File: config.mk
export PLATFORM = sky130hd
export DESIGN_NAME = q15_mulq
export DESIGN_NICKNAME = d
export VERILOG_FILES = /design/src/rtl/q15_pkg.sv /design/src/rtl/q15_rnd_decode.sv /design/src/rtl/q15_lane.sv /design/src/rtl/q15_mulq.sv
export SDC_FILE = /design/constraint.sdc
export NUM_CORES = 1
export LEC_CHECK = 0
export BUFFER_PORTS_ARGS = -buffer_cell sky130_fd_sc_hd__buf_2
export CAP_MARGIN = 20
export CORE_ASPECT_RATIO = 0.9
export CORE_MARGIN = 4
export CORE_UTILIZATION = 54
export CTS_BUF_LIST = sky130_fd_sc_hd__clkbuf_2 sky130_fd_sc_hd__clkbuf_4 sky130_fd_sc_hd__clkbuf_8
export DETAILED_ROUTE_END_ITERATION = 10
export PLACE_DENSITY = 0.75
export SLEW_MARGIN = 20
export SYNTH_ARGS = -nofsm -noshare
export SYNTH_HDL_FRONTEND = slang
export SYNTH_SLANG_ARGS = --single-unit
File: constraint.sdc
create_clock -name clk -period 6.2 [get_ports clk]
set_input_delay 0 -clock clk [delete_from_list [all_inputs] [get_ports clk]]
set_output_delay 0 -clock clk [all_outputs]
set_load 0.03 [all_outputs]
File: src/rtl/q15_pkg.sv
package q15_pkg;
  // Rounding-multiply instruction pattern: the mask selects the fixed fields
  localparam logic [31:0] RND_INSN_MASK = 32'hFC00_07FF;
  localparam logic [31:0] RND_INSN_PAT  = {6'b011111, 15'd0, 5'b11111, 6'b010000};
endpackage

File: src/rtl/q15_rnd_decode.sv
module q15_rnd_decode
  import q15_pkg::*;
(
  input  logic [31:0] insn,
  output logic        is_rnd
);
  always_comb is_rnd = ((insn & RND_INSN_MASK) == RND_INSN_PAT);
endmodule

File: src/rtl/q15_lane.sv
module q15_lane #(
  parameter int LW = 16
) (
  input  logic [LW-1:0] a,
  input  logic [LW-1:0] b,
  input  logic          rnd,
  output logic [LW-1:0] res,
  output logic          sat
);
  localparam int PW = 2 * LW;
  localparam logic [LW-1:0] MINV = {1'b1, {(LW-1){1'b0}}};
  localparam logic [LW-1:0] MAXV = {1'b0, {(LW-1){1'b1}}};
  localparam logic [PW-1:0] HALF = {{LW{1'b0}}, 1'b1, {(LW-1){1'b0}}};

  logic signed [LW-1:0] sa, sb;
  logic signed [PW-1:0] prod;
  logic        [PW-1:0] dbl, sum;

  always_comb begin
    sa   = a;
    sb   = b;
    sat  = (a == MINV) && (b == MINV);
    prod = sa * sb;
    dbl  = prod <<< 1;
    sum  = dbl + (rnd ? HALF : '0);
    res  = sat ? MAXV : sum[PW-1:LW];
  end
endmodule

File: src/rtl/q15_mulq.sv
module q15_mulq #(
  parameter int LANES = 2,
  parameter int LW    = 16
) (
  input  logic                clk,
  input  logic                rst_n,
  input  logic                in_valid,
  output logic                in_ready,
  input  logic [LANES*LW-1:0] in_a,
  input  logic [LANES*LW-1:0] in_b,
  input  logic                in_round,
  input  logic [31:0]         in_insn,
  output logic                out_valid,
  input  logic                out_ready,
  output logic [LANES*LW-1:0] out_word,
  input  logic                sat_clr,
  output logic                sat_flag
);
  localparam int DW = LANES * LW;

  logic          dec_rnd, rnd, accept;
  logic [DW-1:0] lane_res;
  logic [LANES-1:0] lane_sat;

  q15_rnd_decode u_dec (.insn(in_insn), .is_rnd(dec_rnd));

  assign rnd = in_round | dec_rnd;

  for (genvar g = 0; g < LANES; g++) begin : g_lane
    q15_lane #(.LW(LW)) u_lane (
      .a  (in_a[g*LW +: LW]),
      .b  (in_b[g*LW +: LW]),
      .rnd(rnd),
      .res(lane_res[g*LW +: LW]),
      .sat(lane_sat[g])
    );
  end

  assign in_ready = !out_valid || out_ready;
  assign accept   = in_valid && in_ready;

  always_ff @(posedge clk) begin
    if (!rst_n) begin
      out_valid <= 1'b0;
      out_word  <= '0;
      sat_flag  <= 1'b0;
    end else begin
      if (accept) begin
        out_valid <= 1'b1;
        out_word  <= lane_res;
      end else if (out_ready) begin
        out_valid <= 1'b0;
      end
      if (accept && |lane_sat) sat_flag <= 1'b1;
      else if (sat_clr)        sat_flag <= 1'b0;
    end
  end
endmodule

==> Word-level counts from Yosys, hierarchy flattened <==
Index checks and enable logic that the tools add are counted.
{ "word_totals": {"latchBits": 0, "mem_bits_rw": 0, "inputBits": 102, "romBits": 0, "output_inout_bits": 35, "reg_bits": 34, "n_memories": 0, "elab_cells": 29} }
{ "classes": {"mul": 2, "bitwise_logic": 1, "div": 0, "eq_ne": 5, "shift": 0, "n_reduce_logical": 9, "muxes": 7, "n_lt_le_gt_ge": 0, "add_sub_neg": 2} }
{ "op_table": {"columns": ["operator", "count"], "rows": [
  ["equality test 16 bit (second input constant)", 4],
  ["multiplier 16 x 16 -> 31 bit", 2],
  ["two-way mux 16 bit", 3],
  ["adder 32 x 16 -> 32 bit", 1],
  ["adder 32 bit", 1],
  ["equality test 17 x 16 -> 1 bit (second input constant)", 1],
  ["logical AND 1 bit", 4],
  ["two-way mux 1 bit", 4],
  ["nonzero test 2 bit", 2],
  ["OR reduction 2 bit", 1],
  ["logical NOT 1 bit", 1],
  ["logical OR 1 bit", 1],
  ["OR 1 bit", 1]
]} }

==> Depth between registers and ports, before layout <==
{ "logic_depth": {"word_depth": 5, "depth_mapped": 27, "mapped_depth_nobuf": 26} }

==> Hierarchy <==
Synthesis repeated with hierarchy kept, for this count alone.
{ "hier_totals": {"hier_cells": 2486, "area_unflattened_um2": 21872.2} }
{ "modules_own_cells": {"columns": ["mod", "cells_each", "seq_area_each_um2", "area_each_um2", "n_inst"], "rows": [
  ["q15_lane at g_lane[1].u_lane", 1175, 0.0, 10294.9, 1],
  ["q15_lane at g_lane[0].u_lane", 1154, 0.0, 10117.2, 1],
  ["q15_mulq", 150, 680.7, 1405.1, 1],
  ["q15_rnd_decode", 7, 0.0, 55.1, 1]
]} }

==> Least setup slack after synthesis <==
OpenSTA, ideal clock, no wires.
{ "synth_timing": {"kind": "input to register", "start": "in in_b[24]", "end": "reg out_word[31]", "arrival_time_ns": 6.723, "setup_slack_ns": -0.610, "setup_time_ns": 0.087, "required_ns": 6.113, "stages": 27, "path_buffers": 4, "cell_sequence": "clkbuf_1 clkbuf_1 nand2_1 fa_1 inv_1 fa_1 inv_1 fa_1 inv_1 fa_1 fa_1 inv_1 fa_1 inv_1 ha_1 buf_2 a21oi_1 o21ai_1 a2111oi_4 a21oi_2 a21boi_1 xor2_1 or4_1 buf_2 or4b_1 o31a_1 o31ai_1"} }
{ "synth_between": {"elab_chain_cells": 3, "word_cells_on_any_way": 5, "cone_classes": "1 x add/sub; 1 x mul; 1 x eq/ne; 1 x mux; 1 x reduce/logical"} }
{ "synth_rtl": {"columns": ["item", "line_no", "text"], "rows": [
  ["start, declared", "q15_mulq.sv:10", "input logic [LANES*LW-1:0] in_b,"],
  ["multiplier 16 x 16 -> 31 bit or equality test 16 bit (tied branches)", "q15_lane.sv:23, q15_lane.sv:22", null],
  ["adder 32 x 16 -> 32 bit or logical AND 1 bit (tied branches)", "q15_lane.sv:25, q15_lane.sv:22", null],
  ["two-way mux 16 bit *", "q15_lane.sv:26", "res = sat ? MAXV : sum[PW-1:LW];"],
  ["end signal, assigned", "q15_mulq.sv:50", "out_word <= lane_res;"],
  ["end, declared", "q15_mulq.sv:15", "output logic [LANES*LW-1:0] out_word,"]
]} }
Every way passes the cells marked *; elsewhere a longest branch is shown, timed or not.
A chain may end at the register's enable or synchronous reset.

==> Final worst setup path <==
{ "layout_timing": {"start": "in in_b[21]", "end": "reg out_word[31]"} }
Same word-level chain as after synthesis.

==> flow_metrics.env <==
export IMPL_outcome="finished with violations"
export IMPL_failed_checks="setup timing"
export IMPL_cts_tree="done"
export IMPL_endpoint_kind="flip-flop"
export IMPL_start_kind="primary input"
export IMPL_area_growth_pct=21.8
export IMPL_core_area_um2=38500
export IMPL_final_cell_mix="inv_1 (550), fa_1 (491), buf_4 (315)"
export IMPL_dpl_hpwl_um=50200
export IMPL_cts_buffer_depth=2
export IMPL_clock_latency_ps=280
export IMPL_wl_per_cell_um=17.7
export IMPL_clk_pin_slew_worst_paths_ps=70
export IMPL_grt_pass1_wl_um=93800
export IMPL_synthCells=2385
export IMPL_synth_xor_area_share_pct=3.38
export IMPL_synth_cell_types=69
export IMPL_slew_viol_final=0
export IMPL_synth_compound_area_share_pct=6.45
export IMPL_grt_max_degree=37
export IMPL_setup_slack_ps=-4.42
export IMPL_layout_drive_gt1_share_pct=22.4
export IMPL_pin_count=137
export IMPL_die_area_um2=42400
export IMPL_root_buffer="clkbuf_8"
export IMPL_diodes=0
export IMPL_cts_buffers_inserted=5
export IMPL_fp_dieW_um=217
export IMPL_critPathTopFamily="adder cells"
export IMPL_synth_adder_area_share_pct=57.5
export IMPL_path_buf_inv=6
export IMPL_synth_edf_count=0
export IMPL_post_synth_cell_area_avg_um2=8.87
export IMPL_required_ps=6400
export IMPL_fin_nets=3517
export IMPL_crit_type="in2reg"
export IMPL_yosys_area_share_simple_pct=17.4
export IMPL_place_ws_ps=-437
export IMPL_rsz0062_at_grt="yes"
export IMPL_place_congestion=0.966
export IMPL_clock_sinks=34
export IMPL_synth_seq_cells=34
export IMPL_cp_slowest_stage_delay_ps=560
export IMPL_via_per_inst=5.36
export IMPL_ys_flop_type="dfxtp_1"
export IMPL_layout_min_cycle_time_ps=6200
export IMPL_first_pass_iters=6
export IMPL_setup_viol=1
export IMPL_fin_tns_setup_ps=-4.42
export IMPL_post_route_period_util_pct=100
export IMPL_die_h_um=196
export IMPL_path_cells="buf_4, buf_6, and2_1, fa_1, inv_1, fa_1, fa_1, inv_1, fa_1, fa_1, inv_1, fa_1, inv_1, ha_4, nand2_2, o21ai_4, nor2_4, o31ai_4, xor2_2, nand3_2, or4_4, or4b_4, o31a_1, o31ai_1"
export IMPL_hp_class="in2reg"
export IMPL_port_buffers=121
export IMPL_skew_ps=5.50
export IMPL_arrival_ps=6400
export IMPL_vias=17600
export IMPL_worstMarginPinSlew_ps=964
export IMPL_synth_top_family_by_area="adder cells"
export IMPL_cts_max_level=2
export IMPL_final_common_cell="inv_1"
export IMPL_finalWirelength_um=57900
export IMPL_initial_utilization_pct=54.9
export IMPL_ant_nets=0
export IMPL_ys_seq_area_share_pct=3.22
export IMPL_synthArstFlopShare_pct=0
export IMPL_synthMuxAreaShare_pct=0.195
export IMPL_hold_violations=0
export IMPL_slew_limit_headroom_pct=35.5
export IMPL_grt_pass1_vias=18900
export IMPL_crit_slowest_cell="or4_4"
export IMPL_fmax_ghz=0.161
export IMPL_grt_usage_pct=27.2
export IMPL_syn_area_um2=21100
export IMPL_path_max_fanout=8
export IMPL_drtIter0Drc=1290
export IMPL_worst_path_most_repeated_cell="fa_1"
export IMPL_final_util_pct=66.8
export IMPL_drv_cap=0
export IMPL_syn_num_nets=3153
export IMPL_drc=0
export IMPL_fp_row_count=68
export IMPL_antenna_found_initial=0
export IMPL_fillerInstances=3047
export IMPL_yosys_warnings=0
export IMPL_overflow=0
[synth_stat cells (2+ instances only)]
cell type | count | area share (%)
nor3b_1 | 2 | 0.071
nor2b_1 | 2 | 0.059
nor2_1 | 58 | 1.0
or2_2 | 4 | 0.12
ha_1 | 156 | 9.2
or4b_1 | 2 | 0.095
nand2b_1 | 17 | 0.50
buf_2 | 4 | 0.095
nand4b_1 | 3 | 0.12
o211ai_1 | 2 | 0.071
o21a_1 | 8 | 0.28
a2111oi_0 | 3 | 0.12
xor2_1 | 25 | 1.0
nor4_1 | 21 | 0.62
dfxtp_1 | 34 | 3.2
a211o_1 | 2 | 0.083
and3_1 | 9 | 0.27
and2_1 | 249 | 7.4
a31oi_1 | 5 | 0.15
a21o_1 | 12 | 0.43
fa_1 | 510 | 48
xnor2_1 | 53 | 2.2
and4_1 | 3 | 0.12
inv_1 | 568 | 10
o31ai_1 | 6 | 0.21
a211oi_1 | 9 | 0.32
nand3b_1 | 2 | 0.071
a21oi_1 | 75 | 1.8
clkbuf_1 | 96 | 1.7
or4_1 | 2 | 0.071
nor3_1 | 17 | 0.40
a311oi_1 | 7 | 0.29
o2111ai_1 | 3 | 0.12
o21ai_0 | 55 | 1.3
nand3_1 | 17 | 0.40
nand2_1 | 270 | 4.8
nand4_1 | 26 | 0.77
o22ai_1 | 3 | 0.089
a21boi_0 | 5 | 0.18
o21bai_1 | 4 | 0.14
or3_1 | 4 | 0.12
o21ai_1 | 2 | 0.047
mux2i_1 | 3 | 0.14
o31a_1 | 2 | 0.083
[sequential cells by signal, indices dropped and copies added, names as in the netlist]
register and flops:
out_valid 1, out_word 32, sat_flag 1
[cells by family after synthesis]
group                    count (synthesis)
AO/OA/AOI/OAI                          217
flip-flops                              34
adder cells (fa/ha/maj)                666
AND/OR/NAND/NOR                        716
multiplexers                             4
buffers and inverters                  668
XOR/XNOR                                80
[path summary, 6_finish.rpt]
check / startpoint / endpoint / slack [ps] / depth (start not counted)
setup / recovery: in_b[21] / out_word[31] / -4 / 24
hold / removal: out_ready / out_valid / 70 / 3
setup reg to reg: out_valid / out_word[31] / 4320 / 5
hold reg to reg: sat_flag / sat_flag / 490 / 2
[tightest hold or removal path, stage by stage]
cell and delay, ps:
buf_2 70, nand2b_1 140, a21boi_0 90
[timing repair]
action                                  in CTS  in global routing
hold buffers                                 2                  0
endpoints found under the setup margin       7                 21
pin swaps                                    4                 88
buffers inserted                             0                 23
endpoints found under the hold margin        2                  0
gates resized for setup                     10                218
[metal layers]
metal	global-route usage (%)	wire [um]	vias to the layer above	share of wire (%)
met3	4.65	4490	112	7.7
met5	0	0	-	0
met1	39.2	24800	8882	43
met2	43.8	27100	683	47
met4	5.57	1520	0	2.6
li1	-	-	7884	-
[stage by stage]
stage                     cells  hold slack [ps]  cell area, um2
after floorplan            2385              139           21400
after global placement     3244              265           24700
after detailed placement   3244              275           24700
after CTS                  3254             70.2           24800
after global routing       3275             85.9           25800
final                      3275             72.2           25800
[final cells by class]
| type | count | area, um2 | share of cell area [%] |
|---|---|---|---|
| Clock buffer | 7 | 83.8 | 0.325 |
| Clock inverter | 1 | 30.0 | 0.117 |
| Inverter | 568 | 2140 | 8.29 |
| Multi-Input combinational cell | 1683 | 18700 | 72.5 |
| Sequential cell | 34 | 681 | 2.64 |
| Tap cell | 525 | 657 | 2.55 |
| Timing Repair Buffer | 457 | 3490 | 13.6 |
Power is left out: the tool's default activity adds up to more than one toggle a clock period on the data nets, which glitch-free logic cannot reach.
